### config.mk
export PLATFORM = sky130hd
export DESIGN_NAME = spi_buffer_pair
export DESIGN_NICKNAME = d
export VERILOG_FILES = /design/src/rtl/spi_buf_pkg.sv /design/src/rtl/sbuf_ring.sv /design/src/rtl/sbuf_tx_irq.sv /design/src/rtl/sbuf_rx_irq.sv /design/src/rtl/spi_buffer_pair.sv
export SDC_FILE = /design/constraint.sdc
export NUM_CORES = 1
export LEC_CHECK = 0
export BUFFER_PORTS_ARGS = -buffer_cell sky130_fd_sc_hd__buf_2
export CAP_MARGIN = 20
export CORE_UTILIZATION = 30
export CTS_CLUSTER_DIAMETER = 80
export DETAILED_ROUTE_END_ITERATION = 7
export GPL_TIMING_DRIVEN = 0
export PLACE_DENSITY = 0.42
export SYNTH_ARGS = -nofsm -noshare
export SYNTH_HDL_FRONTEND = slang
export SYNTH_HIERARCHICAL = 1
export SYNTH_SLANG_ARGS = --single-unit
### constraint.sdc
create_clock -name clk -period 4.9 [get_ports clk]
set_clock_uncertainty 0.15 [all_clocks]
set_input_delay 0.245 -clock clk [delete_from_list [all_inputs] [get_ports clk]]
set_output_delay 0.245 -clock clk [all_outputs]
set_load 0.01 [all_outputs]
### src/rtl/spi_buf_pkg.sv
package spi_buf_pkg;

   typedef enum logic [1:0] {
      TXI_DONE  = 2'b00,
      TXI_EMPTY = 2'b01,
      TXI_HALF  = 2'b10,
      TXI_ROOM  = 2'b11
   } tx_irq_mode_e;

   typedef enum logic [1:0] {
      RXI_DRAINED = 2'b00,
      RXI_ANY     = 2'b01,
      RXI_HALF    = 2'b10,
      RXI_FULL    = 2'b11
   } rx_irq_mode_e;

   // ring depth chosen so that one ring always stores 128 bits
   function automatic int depth_for_width(input int w);
      if (w == 8)       return 16;
      else if (w == 16) return 8;
      else              return 4;
   endfunction

endpackage

### src/rtl/sbuf_ring.sv
module sbuf_ring #(
   parameter int W     = 8,
   parameter int DEPTH = 4,
   localparam int PW   = $clog2(DEPTH),
   localparam int CW   = $clog2(DEPTH + 1)
) (
   input  logic          clk,
   input  logic          rst_n,
   input  logic          push,
   input  logic [W-1:0]  push_data,
   input  logic          pop,
   output logic [W-1:0]  head,
   output logic [CW-1:0] count
);

   if ((1 << PW) != DEPTH) begin : g_bad_depth
      $error("sbuf_ring: DEPTH must be a power of two");
   end

   logic [W-1:0]  mem [DEPTH];
   logic [PW-1:0] wr_ptr;
   logic [PW-1:0] rd_ptr;

   // pointers wrap naturally because DEPTH is a power of two
   always_ff @(posedge clk) begin
      if (!rst_n) begin
         wr_ptr <= '0;
         rd_ptr <= '0;
         count  <= '0;
      end else begin
         if (push) wr_ptr <= wr_ptr + PW'(1);
         if (pop)  rd_ptr <= rd_ptr + PW'(1);
         count <= count + CW'(push) - CW'(pop);
      end
   end

   always_ff @(posedge clk) begin
      if (push) mem[wr_ptr] <= push_data;
   end

   assign head = mem[rd_ptr];

   a_r2_push_has_room: assert property (@(posedge clk) disable iff (!rst_n)
      push |-> count < CW'(DEPTH));

   a_r4_pop_has_data: assert property (@(posedge clk) disable iff (!rst_n)
      pop |-> count != '0);

   a_r5_count_bound: assert property (@(posedge clk) disable iff (!rst_n)
      count <= CW'(DEPTH));

   a_r5_count_up: assert property (@(posedge clk) disable iff (!rst_n)
      (push && !pop) |=> count == $past(count) + CW'(1));

   a_r5_count_down: assert property (@(posedge clk) disable iff (!rst_n)
      (pop && !push) |=> count == $past(count) - CW'(1));

endmodule

### src/rtl/sbuf_tx_irq.sv
module sbuf_tx_irq
   import spi_buf_pkg::*;
#(
   parameter int DEPTH = 4,
   localparam int CW   = $clog2(DEPTH + 1)
) (
   input  logic [1:0]    mode,
   input  logic [CW-1:0] count,
   input  logic          shifting,
   output logic          irq
);

   tx_irq_mode_e sel;
   assign sel = tx_irq_mode_e'(mode);

   always_comb begin
      unique case (sel)
         TXI_ROOM:  irq = count < CW'(DEPTH);
         TXI_HALF:  irq = count <= CW'(DEPTH / 2);
         TXI_EMPTY: irq = count == '0;
         TXI_DONE:  irq = (count == '0) && !shifting;
         default:   irq = 1'b0;
      endcase
   end

endmodule

### src/rtl/sbuf_rx_irq.sv
module sbuf_rx_irq
   import spi_buf_pkg::*;
#(
   parameter int DEPTH = 4,
   localparam int CW   = $clog2(DEPTH + 1)
) (
   input  logic          clk,
   input  logic          rst_n,
   input  logic [1:0]    mode,
   input  logic [CW-1:0] count,
   input  logic          push_acc,
   input  logic          pop_acc,
   output logic          irq
);

   rx_irq_mode_e sel;
   logic         drained;

   assign sel = rx_irq_mode_e'(mode);

   // set by the read that takes the last word, cleared by the next arrival
   always_ff @(posedge clk) begin
      if (!rst_n)                             drained <= 1'b0;
      else if (push_acc)                      drained <= 1'b0;
      else if (pop_acc && count == CW'(1))    drained <= 1'b1;
   end

   always_comb begin
      unique case (sel)
         RXI_FULL:    irq = count == CW'(DEPTH);
         RXI_HALF:    irq = count >= CW'(DEPTH / 2);
         RXI_ANY:     irq = count != '0;
         RXI_DRAINED: irq = drained;
         default:     irq = 1'b0;
      endcase
   end

   a_r8_drained_means_empty: assert property (@(posedge clk) disable iff (!rst_n)
      drained |-> count == '0);

   a_r8_drain_on_last_read: assert property (@(posedge clk) disable iff (!rst_n)
      (pop_acc && !push_acc && count == CW'(1)) |=> drained);

endmodule

### src/rtl/spi_buffer_pair.sv
module spi_buffer_pair
   import spi_buf_pkg::*;
#(
   parameter int  WORD_W = 16,
   parameter int  RD_W   = 32,
   localparam int DEPTH  = depth_for_width(WORD_W),
   localparam int CW     = $clog2(DEPTH + 1)
) (
   input  logic              clk,
   input  logic              rst_n,
   input  logic              cpu_wr_en,
   input  logic [WORD_W-1:0] cpu_wr_data,
   input  logic              cpu_rd_en,
   input  logic              sign_ext,
   output logic [RD_W-1:0]   cpu_rd_data,
   input  logic              eng_tx_pop,
   output logic [WORD_W-1:0] eng_tx_data,
   input  logic              eng_rx_push,
   input  logic [WORD_W-1:0] eng_rx_data,
   input  logic              eng_shifting,
   input  logic [1:0]        tx_mode,
   input  logic [1:0]        rx_mode,
   input  logic              rov_clr,
   input  logic              tur_clr,
   output logic              tx_irq,
   output logic              rx_irq,
   output logic [CW-1:0]     tx_count,
   output logic [CW-1:0]     rx_count,
   output logic              tx_full,
   output logic              tx_empty,
   output logic              rx_full,
   output logic              rx_empty,
   output logic              sr_empty,
   output logic              busy,
   output logic              rx_overflow,
   output logic              tx_underrun
);

   if (!(WORD_W == 8 || WORD_W == 16 || WORD_W == 32)) begin : g_bad_width
      $error("spi_buffer_pair: WORD_W must be 8, 16 or 32");
   end
   if (RD_W < WORD_W) begin : g_bad_read
      $error("spi_buffer_pair: RD_W must not be narrower than WORD_W");
   end

   logic              tx_push, tx_pop, rx_push, rx_pop;
   logic [WORD_W-1:0] rx_head;

   // transmit side
   assign tx_full  = tx_count == CW'(DEPTH);
   assign tx_empty = tx_count == '0;
   assign tx_push  = cpu_wr_en && !tx_full;
   assign tx_pop   = eng_tx_pop && !tx_empty;

   sbuf_ring #(.W(WORD_W), .DEPTH(DEPTH)) u_tx_ring (
      .clk       (clk),
      .rst_n     (rst_n),
      .push      (tx_push),
      .push_data (cpu_wr_data),
      .pop       (tx_pop),
      .head      (eng_tx_data),
      .count     (tx_count)
   );

   sbuf_tx_irq #(.DEPTH(DEPTH)) u_tx_irq (
      .mode     (tx_mode),
      .count    (tx_count),
      .shifting (eng_shifting),
      .irq      (tx_irq)
   );

   always_ff @(posedge clk) begin
      if (!rst_n)                     tx_underrun <= 1'b0;
      else if (eng_tx_pop && tx_empty) tx_underrun <= 1'b1;
      else if (tur_clr)               tx_underrun <= 1'b0;
   end

   // receive side
   assign rx_full  = rx_count == CW'(DEPTH);
   assign rx_empty = rx_count == '0;
   assign rx_push  = eng_rx_push && !rx_full;
   assign rx_pop   = cpu_rd_en && !rx_empty;

   sbuf_ring #(.W(WORD_W), .DEPTH(DEPTH)) u_rx_ring (
      .clk       (clk),
      .rst_n     (rst_n),
      .push      (rx_push),
      .push_data (eng_rx_data),
      .pop       (rx_pop),
      .head      (rx_head),
      .count     (rx_count)
   );

   sbuf_rx_irq #(.DEPTH(DEPTH)) u_rx_irq (
      .clk      (clk),
      .rst_n    (rst_n),
      .mode     (rx_mode),
      .count    (rx_count),
      .push_acc (rx_push),
      .pop_acc  (rx_pop),
      .irq      (rx_irq)
   );

   always_ff @(posedge clk) begin
      if (!rst_n)                      rx_overflow <= 1'b0;
      else if (eng_rx_push && rx_full) rx_overflow <= 1'b1;
      else if (rov_clr)                rx_overflow <= 1'b0;
   end

   if (RD_W > WORD_W) begin : g_extend
      assign cpu_rd_data = sign_ext
         ? {{(RD_W - WORD_W){rx_head[WORD_W-1]}}, rx_head}
         : {{(RD_W - WORD_W){1'b0}}, rx_head};
   end else begin : g_same
      assign cpu_rd_data = rx_head;
   end

   // engine status
   assign sr_empty = !eng_shifting;
   assign busy     = eng_shifting || !tx_empty;

   a_r2_full_write_dropped: assert property (@(posedge clk) disable iff (!rst_n)
      (cpu_wr_en && tx_full && !eng_tx_pop) |=> tx_count == CW'(DEPTH));

   a_r3_overflow_keeps_ring: assert property (@(posedge clk) disable iff (!rst_n)
      (eng_rx_push && rx_full && !cpu_rd_en) |=> (rx_count == CW'(DEPTH) && rx_overflow));

   a_r3_overflow_sticky: assert property (@(posedge clk) disable iff (!rst_n)
      (rx_overflow && !rov_clr) |=> rx_overflow);

   a_r4_underrun_sticky: assert property (@(posedge clk) disable iff (!rst_n)
      (tx_underrun && !tur_clr) |=> tx_underrun);

   a_r4_underrun_on_empty_pop: assert property (@(posedge clk) disable iff (!rst_n)
      (eng_tx_pop && tx_empty) |=> tx_underrun);

   a_r6_no_room_no_irq: assert property (@(posedge clk) disable iff (!rst_n)
      (tx_mode == 2'b11 && tx_full) |-> !tx_irq);

   a_r7_full_irq: assert property (@(posedge clk) disable iff (!rst_n)
      (rx_mode == 2'b11 && rx_full) |-> rx_irq);

   a_r10_busy_with_data: assert property (@(posedge clk) disable iff (!rst_n)
      (tx_count != '0) |-> busy);

endmodule

==> reports/results.ini <==
[floorplan]
dieArea_mm2=0.0388
rows=71
design.portCount=112
die_width_um=197
core-area_mm2=0.0376
floorplan.initialDensity=0.304
die_h_um=197

[setup_path]
cp_slowest_cell=sky130_fd_sc_hd__nor3_2
slowest_delay_ns=0.83
critical_path.startpoint_type=flop
critPathBufInv=1
critPathTopFamily=simple AND/OR/NAND/NOR gates
critPathArrivalTime_ns=3.33
r2r.worst_path.cells=5
timing.critical_path.cells=nor3_1, a21boi_0, nand2b_1, nor3_2, buf_8
cp_num_cells=5
endpoint_kind=flop
setup.worst_path.class=reg2reg
critical_path_peak_fanout=9
crit_required_ns=4.95

[timing]
rsz0062_at_grt=false
timing.final.ws_setup_ns=1.63
finalHoldWorstSlack_ns=0.171
min_period_over_period=0.668
final_max_slew_viol_count=0
slew-limit-headroom=0.335
finalSetupTns_ns=0
hold_violations=0
period_needed_ns=3.27
finalSetupViolCount=0
timing_worst_slew_pin_value_ns=0.993
fmaxAchievable_ghz=0.306

[grt]
initial_antenna_violation_count=0
first_global_vias=6210
gr-usage-all-layers=0.126
grt_start_max_net_pins=17
grt_remaining_overflow=0
wire_length_of_the_first_global_routing_pass_mm=36.3

[hold_path]
holdCritPathClass=in2reg
worst_hold_path.num_cells=4

[clocking]
clk_pin_slew_worst_paths_ns=0.06
cts-buffers-inserted=34
cts_tree=yes
numClockSinks=285
cts.root.buffer_cell=sky130_fd_sc_hd__clkbuf_16
clock_tree.buffer_depth=3
cts-htree-levels=2
clock_insertion_delay_worst_skew_ns=0.51

[placement]
hpwlAfterDp_mm=16.3
port_buffers=111
dpl.cell_count=1188
finalWeightedCongestion=0.712
place_worst_setup_slack_ns=1.61

[yosys]
synth_area_mm2=0.0114
post_synth.cell_area_avg_um2=20.8
synth-async-reset-ratio=0
synth.ff_latch_count=285
netlist_top_cells_area=sky130_fd_sc_hd__edfxtp_1 67%, sky130_fd_sc_hd__mux4_1 13%, sky130_fd_sc_hd__dfxtp_1 5.1%, sky130_fd_sc_hd__mux2_2 3.2%, sky130_fd_sc_hd__mux4_2 1.6%
synth_top_area_frac=0.673
yosysUniqueCellTypes=41
synth.yosys.seq_area_share=0.724
postSynth.topFlopCell=sky130_fd_sc_hd__edfxtp_1
yosys_warnings=6
netlist.top_cell.by_area=sky130_fd_sc_hd__edfxtp_1
synthesis.instances=548
synth_edf_count=256
synth_nets=608

[status]
status=finished, final reports clean

[detailed_routing]
routed_wl_mm=24.1
route.vias.total=5732
detail_route.first_pass.iterations=4
detail-route-antenna-nets=0
drt-vias-per-instance=4.46
post-route-drc-count=0
drt_first_iter_violations=260
wl_per_cell_um=18.7

[layout]
final_common_cell=sky130_fd_sc_hd__edfxtp_1
mostFrequentLayoutCells=256 x sky130_fd_sc_hd__edfxtp_1, 111 x sky130_fd_sc_hd__buf_2, 56 x sky130_fd_sc_hd__mux4_1
diodes=0
layout-area-overhead-vs-synth_pct=26.0
fillers=3451
post_route_cells_drive_above_1_share=0.342
design.final.nets=810
final-instance-count-excl-fill=1286

[power]
p_leak_nw=5.01
powerDensity_mw_per_mm2=480
ir_worst_vdd_mv=0.193

[flow_run]
count_of_maximum_capacitance_violations=0

final timing paths:
check | startpoint | end | slack [ns]
worst max-delay path | u_tx_ring/count[1]$_SDFF_PN0_ | u_tx_ring/mem[0][7]$_DFFE_PP_ | 1.63
worst min-delay path | cpu_rd_en | u_rx_ring/rd_ptr[1]$_SDFFE_PN0P_ | 0.17
worst max register to register | u_tx_ring/count[1]$_SDFF_PN0_ | u_tx_ring/mem[0][7]$_DFFE_PP_ | 1.63
worst min register to register | u_tx_ring/wr_ptr[0]$_SDFFE_PN0P_ | u_tx_ring/wr_ptr[0]$_SDFFE_PN0P_ | 0.37
registers in the layout, summed over array words and instances, names as in the netlist, named ones only:
signal            flops
u_rx_ring/mem       128
u_tx_ring/mem       128
u_rx_ring/count       4
u_tx_ring/count       4
u_rx_ring/rd_ptr      3
u_rx_ring/wr_ptr      3
u_tx_ring/rd_ptr      3
u_tx_ring/wr_ptr      3
rx_overflow           1
tx_underrun           1
u_rx_irq/drained      1
cell type report:
type	count	area, µm²	area share
well taps	511	639	0.0444
clock buffers	43	926	0.0644
flip-flops and latches	285	8270	0.575
inverters	16	60.1	0.00417
multi-input cells	214	2900	0.201
repair buffers	166	1210	0.0838
plain buffers	33	243	0.0169
clock inverters	18	146	0.0102
synth_stat cells (all sizes together) (2+ instances only):
master	n
xnor2	2
nor3	5
xor2	8
nor3b	3
and2	4
mux2i	4
and3b	2
buf	29
nor4	2
nor2	29
clkbuf	4
nand2	9
mux4	64
nand2b	9
clkinv	2
nor4b	2
inv	14
dfxtp	29
nor2b	3
a31o	2
ha	12
nand3	4
fa	2
a21oi	9
edfxtp	256
mux2	32
worst reg2reg max path, delay by kind of cell (launching register included):
family | cells | cell delay [ns]
buf+inv | 1 | 0.24
compound gates | 1 | 0.74
simple gates | 3 | 1.30
flops | 1 | 0.54
cells by family (layout without fill, tap and decap cells):
group | after synthesis | count (layout) | share of synthesized area
flops | 285 | 285 | 0.724
mux | 100 | 100 | 0.180
simple gates | 74 | 74 | 0.0360
buf+inv | 49 | 276 | 0.0265
compound gates | 16 | 16 | 0.00931
fa+ha+maj | 14 | 14 | 0.0167
xor+xnor | 10 | 10 | 0.00767
through the flow:
step / util / cell area [µm²] / power [mW]
3_3_place_gp: 0.336 / 12600 / 4.47
3_5_place_dp: 0.344 / 12900 / 4.57
4_1_cts: 0.383 / 14400 / 7.03
6_report: 0.383 / 14400 / 6.90
2_1_floorplan: - / 11400 / 3.97
5_1_grt: 0.383 / 14400 / 7.24
per-layer routing:
metal	vias to the layer above	track usage	part of all wire
li1	2647	-	-
met3	36	0.0253	0.040
met5	-	0	0
met1	2919	0.173	0.47
met2	130	0.201	0.47
met4	0	0.0419	0.022
report_power, final:
part / total, mW / switching (mW) / internal [mW]
clock: 2.38 / 0.939 / 1.44
sequential: 2.94 / 0.111 / 2.83
combinational: 1.58 / 0.797 / 0.783
what timing repair did:
item	in CTS	in global routing
hold endpoints to repair	261	0
setup buffers	0	0
hold buffers	37	0
resized for setup	0	0
(Power assumes the default switching activity.)
